`src/rtl/zone_index_adder.sv`:
```
module zone_index_adder #(
  parameter int AW     = 17,
  parameter int BASE   = 20,
  parameter int STRIDE = 5,
  parameter int ND     = 5,
  parameter int CW     = 6
) (
  input  logic             clk,
  input  logic             rst_n,
  input  logic             start,
  input  logic [ND*CW-1:0] addr_in,
  output logic             mem_rd_en,
  output logic [AW-1:0]    mem_addr,
  input  logic [CW-1:0]    mem_rdata,
  output logic             busy,
  output logic             done,
  output logic [ND*CW-1:0] ea_out
);
  localparam int XW = ND * CW;
  localparam int KW = $clog2(ND);
  localparam logic [KW-1:0] LAST = KW'(ND - 1);

  function automatic logic [XW-1:0] strip(input logic [XW-1:0] v);
    logic [XW-1:0] r;
    r = v;
    for (int k = 0; k < ND; k++) r[k*CW+4 +: CW-4] = '0;
    return r;
  endfunction

  logic [3:0]    idx_in, idx_q, sel_idx;
  logic [KW-1:0] cnt, rd_k;
  logic          carry, accept, go_idx;
  logic [XW-1:0] ea_q;
  logic [3:0]    cur_d, dsum;
  logic [4:0]    raw;
  logic          nc;

  assign idx_in  = {addr_in[2*CW+4 +: 2], addr_in[CW+4 +: 2]};
  assign accept  = start & ~busy;
  assign go_idx  = accept & (idx_in != 4'd0);
  assign sel_idx = accept ? idx_in : idx_q;
  assign rd_k    = accept ? '0 : KW'(cnt + 1'b1);

  assign mem_rd_en = go_idx | (busy & (cnt != LAST));
  assign mem_addr  = AW'(BASE + STRIDE * int'(sel_idx) + ND - 1 - int'(rd_k));

  assign cur_d = ea_q[int'(cnt)*CW +: 4];
  assign raw   = 5'(cur_d) + 5'(mem_rdata[3:0]) + 5'(carry);
  assign nc    = raw > 5'd9;
  assign dsum  = nc ? 4'(raw - 5'd10) : raw[3:0];

  always_ff @(posedge clk) begin
    if (!rst_n) begin
      busy  <= 1'b0;
      done  <= 1'b0;
      cnt   <= '0;
      idx_q <= '0;
      carry <= 1'b0;
      ea_q  <= '0;
    end else begin
      done <= 1'b0;
      if (accept) begin
        ea_q  <= strip(addr_in);
        idx_q <= idx_in;
        cnt   <= '0;
        carry <= 1'b0;
        busy  <= idx_in != 4'd0;
        done  <= idx_in == 4'd0;
      end else if (busy) begin
        ea_q[int'(cnt)*CW +: 4] <= dsum;
        carry <= nc;
        if (cnt == LAST) begin
          busy <= 1'b0;
          done <= 1'b1;
        end else begin
          cnt <= KW'(cnt + 1'b1);
        end
      end
    end
  end

  assign ea_out = ea_q;
endmodule

```
`config.mk`:
```
export PLATFORM = sky130hd
export DESIGN_NAME = zone_index_adder
export DESIGN_NICKNAME = d
export VERILOG_FILES = /design/src/rtl/zone_index_adder.sv
export SDC_FILE = /design/constraint.sdc
export NUM_CORES = 1
export LEC_CHECK = 0
export BUFFER_PORTS_ARGS = -buffer_cell sky130_fd_sc_hd__buf_4
export CAP_MARGIN = 30
export CORE_MARGIN = 2
export CORE_UTILIZATION = 50
export DETAILED_ROUTE_END_ITERATION = 8
export GPL_TIMING_DRIVEN = 1
export PLACE_DENSITY = 0.77
export SLEW_MARGIN = 20
export SYNTH_ARGS = -nofsm -noshare
export SYNTH_HDL_FRONTEND = slang
export SYNTH_SLANG_ARGS = --single-unit
```
`constraint.sdc`:
```
create_clock -name clk -period 7.13 [get_ports clk]
set_input_delay 1.7825 -clock clk [delete_from_list [all_inputs] [get_ports clk]]
set_output_delay 1.7825 -clock clk [all_outputs]
set_load 0.1 [all_outputs]
```
==> qor.txt, run 1 <==
Core Area - 0.00599 mm2
Number of CTS-inserted buffers - 5
Pwr Density - 255 mW/mm2
Largest family of logic cells by synthesized area - simple AND/OR/NAND/NOR gates
Non-filler cells, final - 532
Dpl ws - 0.546 ns
CP max stage delay - 0.59 ns
Count leader, synth - nand2_1
Boundary Pins - 89
DR pass1 iterations - 5
CP max-delay cell - fa_1
R2R Setup Slk - 2.69 ns
Fraction of layout cells with a size suffix above 1 - 0.245
Area growth, synth to finish - 23.1%
Endpoint arrival time on the critical path - 4.78 ns
Die Span Y - 83.2 um
Global-route wire length before repair - 15.2 mm
Syn Area/Cell - 8.06 um2
CP Class - in2out
Placed inst area - 0.00375 mm2
Synth Cell Area - 0.00314 mm2
Final Cycle Share - 0.921
Hold Path Depth - 2
Placed insts - 524
Worst R2R Path Depth - 14
CP Launch Type - input pin
Synth top area share - 0.255
Postcts setup bufs - 0
Setup TNS - 0 ns
RSZ-0062 raised after global routing - no
Status - completed
Hold buffer count at cts - 0
Vias in the first global route - 3,134
Wire per inst - 17.5 um
Main flop type after synthesis - dfxtp_1
CP max FO - 9
Post-Synth Adder-Cell Area - 0.112
Syn Inst Count - 389
Worst hold path type - reg2reg
Worst path required time - 5.35 ns
Die X - 83.2 um
Clock slew at reported path FFs - 0.10 ns
FP Rows - 28
Global-route congestion overflow total - 0
H-tree depth - 2
Slew Limit Headroom - 0.426
Post-route DRC - 0
Final Hold Fails - 0
Synth area leader - dfxtp_1
Post-synthesis mux area share - 0.0542
Complex-gate fraction of the synthesized area - 0.207
Initial core utilization - 0.524
Initial drt markers - 323
Slew Viols, Final - 0
NumNets Final - 520
Post-synth ARST share - 0
Final Power - 985 uW
Unique masters post-synth - 68
Total GRT Usage - 0.268
Post-Synth XOR/XNOR Area - 0.0582
RePlAce Congestion - 0.933
Sequence of cells on the critical path - buf_4, nor2b_2, mux2i_1, inv_1, fa_1, nor2b_1, o21ai_0, nor3_1, and2_2, buf_4
Endpoint class of the critical path - output pin
Post_cts resized - 0
Largest net degree at the start of global routing - 25
Number of diodes - 0
Initial antenna violation count - 0
Die ar. - 0.00692 mm2
HP Start - ea_out[23]
Dominant cells by area after synthesis - dfxtp_1, ha_1, nand2_1
Fmax - 0.152 GHz
Maximum vdd drop - 0.281 mV
Worst skew pair latency - 0.30 ns
DRT antenna net count - 0
Post-synth EDFFs - 0
Skew final - 0.0155 ns
Setup violators final - 0
Syn_nets - 453
Reg2Reg Launch Point - cnt[0]
CTS root buffer - clkbuf_8
Design area - 0.00386 mm2
Vias per std cell - 6.15
Simple-gate share of the synthesized area - 0.244
Most frequent cells after synthesis - nand2_1, dfxtp_1, nor2_1
Final min period - 6.57 ns
Yosys reg bits - 40
Max cap viols - 0
Final WS setup - 0.564 ns
I/O Buffers - 80
Sequential area share after synthesis - 0.255
Clk sinks - 40
CP dominant cell by count - buf_4
Worst Hold End - ea_out[23]
TritonCTS clock tree - yes
Static leakage - 0.00174 uW
Yosys warning total - 0
Clock buffer depth - 2
Fillcell total - 531
Slew @ Worst Pin - 0.858 ns
Final HPWL DP - 7.07 mm
Post-Route WL - 9.29 mm
R2R Path End - ea_out[25]
Vias - 3,272
[flip-flops by register name, indices dropped and copies added (netlist names)]
name,flops
idx_q,4
carry,1
ea_out,30
done,1
cnt,3
busy,1
[stage by stage]
stage | hold WS (ns) | util
6_report | 0.480 | 0.645
4_1_cts | 0.480 | 0.645
3_3_place_gp | 0.458 | 0.625
5_1_grt | 0.512 | 0.645
2_1_floorplan | 0.482 | -
3_5_place_dp | 0.467 | 0.625
[layout by cell type, fill, tap and decap left out, types with 3 or more instances in the layout]
cell type  Yosys  layout
nor4_1         3       3
a32o_1         3       3
o2bb2ai_1      4       4
nor3_1         8       8
xor2_1         4       4
nand2b_1       4       4
nor2_1        27      27
inv_1         26      26
o21a_1         3       3
clkbuf_8       0       5
a41oi_1        4       4
nand2_1       56      56
a31oi_1        5       5
xnor2_1       10       9
ha_1          20      20
a21oi_1       11      11
a2bb2oi_1      4       4
o21ai_0       24      24
o22ai_1        7       7
mux4_2         4       4
buf_4          6      83
fa_1           5       5
nand3_1       14      14
nor2b_1        8       7
and3_1         8       8
nand4_1        3       3
a22oi_1        4       4
and2_1         7       6
mux2i_1        8       8
dfxtp_1       40      40
[critical path, delay by kind of cell]
kind	cells	cell delay (ns)
fa+ha+maj	1	0.59
simple gates	4	1.24
compound gates	1	0.17
mux	1	0.42
buf+inv	3	0.57
[cell type report]
class	instances	area [um2]	area share
Clock inverter	3	46.3	0.0120
Sequential cell	40	801	0.207
Multi-Input combinational cell	300	2130	0.552
Clock buffer	5	68.8	0.0178
Tap cell	75	93.8	0.0243
Inverter	26	97.6	0.0253
Timing Repair Buffer	83	623	0.161
[how the worst max path moves through the flow]
stage                      from            to  slack (ns)  depth (start not counted)
after floorplan           start   mem_addr[6]       -0.19                         12
after global placement    start   mem_addr[9]        0.64                         10
after detailed placement  start  mem_addr[16]        0.55                         10
after CTS                 start  mem_addr[16]        0.54                         10
after global routing      start  mem_addr[16]        0.23                         10
final                     start  mem_addr[16]        0.56                         10
[cells by family after synthesis]
kind of cell	after synthesis
AOI/OAI and AO/OA	93
muxes	12
adders and majority gates	25
DFF	40
and+or+nand+nor	153
xor gates and xnor gates	17
buffers and inverters	49
[metal layers]
layer / share of wire / vias up / track usage
met2: 0.47 / 160 / 0.431
li1: - / 1520 / -
met3: 0.075 / 24 / 0.0457
met1: 0.43 / 1568 / 0.357
met4: 0.026 / 0 / 0.103
met5: 0 / - / 0
[power breakdown]
group          internal (uW)  switching [uW]
Sequential               235            10.1
Clock                    106            87.3
Combinational            144             403
Total                    484             501
(Power assumes the default switching activity.)
==> inputs of run 2 (changes only) <==
Settings changed: CORE_UTILIZATION 50 to 48, CTS_CLUSTER_SIZE set to 14.
Clock period 7.13 ns to 5.5 ns, I/O delays scaled along.
==> run 2 against run 1 <==
First-iteration DRC count grew 11%; register-to-register slack lost 1.8 ns; utilization shrank 1.5 points; die area grew 4.0%; clock-buffer cell count grew 2; cell count grew 1.5%; critical path depth grew 2; routed wire length grew 1.8%; clock skew shrank 0.0095 ns; cell area grew 3.6%; combinational power grew 35%.
==> qor.txt, run 2 (synthesized netlist as in run 1, its figures left out) <==
Die ar. - 0.00720 mm2
Final HPWL DP - 7.10 mm
Initial drt markers - 357
I/O Buffers - 80
Wire per inst - 17.5 um
Clock slew at reported path FFs - 0.08 ns
H-tree depth - 2
Slew Limit Headroom - 0.424
Setup violators final - 0
Worst R2R Path Depth - 13
Worst skew pair latency - 0.30 ns
Clk sinks - 40
Die X - 84.8 um
Endpoint arrival time on the critical path - 3.98 ns
Global-route wire length before repair - 15.1 mm
RePlAce Congestion - 0.933
R2R Path End - ea_out[25]
Most common cell after layout, fill and taps aside - buf_4
Core Area - 0.00635 mm2
Worst Hold End - ea_out[23]
FP Rows - 29
Max reg flops - 30
Post-route DRC - 0
Final Cycle Share - 0.973
Layer with the highest usage - met2
Final min period - 5.35 ns
R2R Setup Slk - 0.89 ns
Area growth, synth to finish - 27.5%
Vias in the first global route - 3,025
Pwr Density - 334 mW/mm2
Max cap viols - 0
Placed inst area - 0.00387 mm2
Fraction of layout cells with a size suffix above 1 - 0.281
Global-route congestion overflow total - 0
CP max FO - 5
NumNets Final - 526
Initial antenna violation count - 0
RSZ-0062 raised after global routing - no
Boundary Pins - 89
DR pass1 iterations - 6
Fillcell total - 559
Design area - 0.00400 mm2
Post-Route WL - 9.46 mm
Largest net degree at the start of global routing - 24
CTS root buffer - clkbuf_8
Met1 Usage GRT - 0.366
Final Hold Fails - 0
Die Span Y - 84.8 um
Worst path required time - 4.12 ns
Number of CTS-inserted buffers - 5
Hold Path Depth - 2
DRT antenna net count - 0
Fmax - 0.187 GHz
Postcts setup bufs - 0
Static leakage - 0.00181 uW
HP Start - ea_out[23]
Final WS setup - 0.148 ns
Vias - 3,259
Status - completed
Slew Viols, Final - 0
Number of diodes - 0
Vias per std cell - 6.04
CP Launch Type - input pin
Reg2Reg Launch Point - cnt[0]
Maximum vdd drop - 0.374 mV
Endpoint class of the critical path - output pin
Worst hold path type - reg2reg
Hold buffer count at cts - 0
Most frequent cells in the layout - buf_4, nand2_1, dfxtp_1, nor2_1, inv_1
Dpl ws - 0.0440 ns
Slew @ Worst Pin - 0.861 ns
M2 GR Usage - 0.410
Final Power - 1340 uW
Routing usage on met3 - 0.0506
Initial core utilization - 0.494
TritonCTS clock tree - yes
Clock buffer depth - 2
Total GRT Usage - 0.262
Skew final - 0.00597 ns
CP Class - in2out
## run 2: routing by layer
metal | vias up | routed length [um]
met4 | 0 | 268
met5 | - | 0
li1 | 1526 | -
met2 | 179 | 4310
met3 | 36 | 980
met1 | 1518 | 3900
## run 2: worst max-delay path by stage
| stage | from | end | slack, ns | cells past startpoint |
|---|---|---|---|---|
| 3_3_place_gp | start | mem_addr[10] | 0.13 | 10 |
| 5_1_grt | start | mem_addr[7] | 0.04 | 12 |
| 6_report | start | mem_addr[9] | 0.15 | 12 |
| 2_1_floorplan | start | mem_addr[6] | -0.12 | 12 |
| 3_5_place_dp | start | mem_addr[9] | 0.04 | 12 |
| 4_1_cts | start | mem_addr[9] | 0.04 | 12 |
## run 2: stage by stage
| step | std cells | util | TNS, ns | hold WS (ns) |
|---|---|---|---|---|
| CTS | 540 | 0.629 | 0 | 0.478 |
| global route | 540 | 0.630 | 0 | 0.505 |
| finish | 540 | 0.630 | 0 | 0.475 |
| detailed placement | 532 | 0.609 | 0 | 0.466 |
| floorplan | 389 | - | -0.131 | 0.482 |
| global placement | 532 | 0.609 | 0 | 0.454 |
## run 2: area by class of cell
class,instances,area [um2],share of cell area
clock inverters,1,30.0,0.00751
well taps,77,96.3,0.0241
multi-input cells,300,2210,0.553
inverters,26,97.6,0.0244
repair buffers,89,668,0.167
clock buffers,7,96.3,0.0241
flip-flops and latches,40,801,0.200
## run 2: worst max-delay path: stages
cell and delay [ns]:
buf_4 0.10, nor2b_4 0.28, mux2i_2 0.34, inv_1 0.12
ha_1 0.30, inv_1 0.05, ha_1 0.33, xor2_2 0.19
nor4b_1 0.31, buf_4 0.18, and2_2 0.13, buf_4 0.28
## run 2: timing repair
item,CTS,global route
gates resized for setup,0,1
endpoints found under the setup margin,0,10
hold endpoints to repair,0,0
## run 2: power breakdown
| part | leakage [uW] | total [uW] | internal [uW] | switching [uW] |
|---|---|---|---|---|
| clock network | 0.0000645 | 274 | 160 | 114 |
| logic | 0.00142 | 741 | 206 | 535 |
| registers | 0.000326 | 320 | 304 | 15.8 |
==> inputs of run 3 (changes only) <==
Settings changed: SLEW_MARGIN 20 to 25.
Clock period 5.5 ns to 4.6 ns, I/O delays scaled along.
==> run 3 against run 2 <==
The run now ends with negative setup slack left; non-clock buffer count increased by 21; worst hold slack better by 0.0011 ns; sequential share of layout area is 1.8 points lower; combinational power grew 42%; utilization up 6.2 points; largest power group unchanged; largest cell class unchanged; critical endpoint is now mem_addr[16]; critical path type unchanged; via count rose by 2.3%; highest routed layer unchanged; clock power is 3% higher; sequential power increased by 19%; total power increased by 29%.
==> qor.txt, run 3 (synthesized netlist as in run 1, its figures left out) <==
Area growth, synth to finish - 40.1%
Slew Viols, Final - 0
Endpoint arrival time on the critical path - 3.54 ns
Post-route DRC - 0
CP Launch Type - input pin
Fraction of layout cells with a size suffix above 1 - 0.337
H-tree depth - 2
M2 GR Usage - 0.467
I/O Buffers - 80
Vias per std cell - 5.94
Worst Setup SP - start
Placed inst area - 0.00413 mm2
Most frequent cells in the layout - buf_4, nand2_1, dfxtp_1, nor2_1
Final HPWL DP - 7.46 mm
Final Hold Fails - 0
Failing checks - negative setup slack
Max reg flops - 30
Slew Limit Headroom - 0.446
Routing usage on met3 - 0.0418
Initial core utilization - 0.494
Reg2Reg Launch Point - cnt[1]
Die Span Y - 84.8 um
NumNets Final - 547
Number of diodes - 0
Internal power - 876 uW
Worst path required time - 3.45 ns
Core Area - 0.00635 mm2
Fmax - 0.213 GHz
Clk sinks - 40
Switching share of power - 0.489
Largest net degree at the start of global routing - 22
Status - finished with violations
CP Class - in2out
Combinational fraction of design power - 0.612
Non-filler cells, final - 561
HP Start - ea_out[16]
Final min period - 4.69 ns
Design area - 0.00440 mm2
Pwr Density - 390 mW/mm2
Worst skew pair latency - 0.30 ns
Static leakage - 0.00195 uW
Endpoint class of the critical path - output pin
Met1 Usage GRT - 0.338
Die X - 84.8 um
DR pass1 iterations - 5
Most common cell after layout, fill and taps aside - buf_4
Post-Route WL - 10.1 mm
Fraction of power consumed by sequential logic - 0.223
Max cap viols - 0
FP Rows - 29
Sw power - 840 uW
Clock power frac - 0.165
Slew @ Worst Pin - 0.831 ns
Maximum vdd drop - 0.454 mV
Worst hold path type - reg2reg
Post-layout util - 0.692
RePlAce Congestion - 0.899
CP max FO - 7
Placed insts - 552
Final WS setup - -0.0880 ns
Final Cycle Share - 1.02
Dpl ws - -0.419 ns
CTS root buffer - clkbuf_8
Wire per inst - 18.1 um
DRT antenna net count - 0
Skew final - 0.00794 ns
Number of CTS-inserted buffers - 5
Vias - 3,334
Global-route congestion overflow total - 0
Clock buffer depth - 2
RSZ-0062 raised after global routing - yes
Setup violators final - 9
Layer with the highest usage - met2
TritonCTS clock tree - yes
Final Power - 1720 uW
Die ar. - 0.00720 mm2
Global-route wire length before repair - 15.3 mm
Clock slew at reported path FFs - 0.07 ns
Initial antenna violation count - 0
Boundary Pins - 89
Total GRT Usage - 0.267
Initial drt markers - 198
Vias in the first global route - 3,196
run 3: cell types whose count changed in the layout (fill, tap and decap cells not counted), sizes merged:
cell,before,now
buf,89,110
clkbuf,7,6
clkinv,0,1
run 3: layout make-up:
type / instances / area (um2)
inverter: 26 / 97.6
multi-input combinational: 300 / 2350
tap: 77 / 96.3
clock buffer: 6 / 72.6
fill: 497 / 1950
sequential: 40 / 802
clock inverter: 2 / 35.0
timing repair buffer: 110 / 946
run 3: stage by stage:
step | TNS, ns | hold slack (ns)
floorplan | -3.53 | 0.482
global placement | -4.14 | 0.459
detailed placement | -4.39 | 0.458
CTS | -0.265 | 0.479
global route | -1.48 | 0.488
finish | -0.643 | 0.476
run 3: final timing paths:
| path | slack, ns | end | cells after the start |
|---|---|---|---|
| setup / recovery | -0.09 | mem_addr[16] | 14 |
| hold / removal | 0.48 | ea_out[16] | 2 |
| hold reg to reg | 0.48 | ea_out[16] | 2 |
| setup reg to reg | 0.36 | ea_out[1] | 14 |
run 3: power by group through the flow:
| stage | Sequential [uW] | Clock, uW | Combinational [uW] |
|---|---|---|---|
| after global placement | 389 | 0 | 953 |
| after CTS | 381 | 285 | 996 |
| after detailed placement | 389 | 0 | 969 |
| after global routing | 383 | 297 | 1100 |
| after floorplan | 481 | 0 | 652 |
| final | 382 | 283 | 1050 |
run 3: worst max-delay path, cell delays in order:
cell	delay [ns]
buf_6	0.09
nor2b_4	0.12
buf_12	0.14
mux2i_2	0.15
inv_1	0.08
ha_2	0.17
inv_2	0.03
fa_1	0.50
nor2b_4	0.17
buf_6	0.11
o21ai_4	0.06
nor3_4	0.24
and2_4	0.26
buf_6	0.24
run 3: what timing repair did:
action                                  4_1_cts  5_1_grt
gates resized for setup                      10       25
hold buffers                                  0        0
buffers inserted                              1        1
pin swaps                                     0        2
endpoints found under the setup margin       14       13
run 3: layer usage:
layer | wire length (um) | vias up
li1 | - | 1576
met1 | 4020 | 1558
met2 | 5140 | 174
met3 | 709 | 26
met4 | 282 | 0
met5 | 0 | -
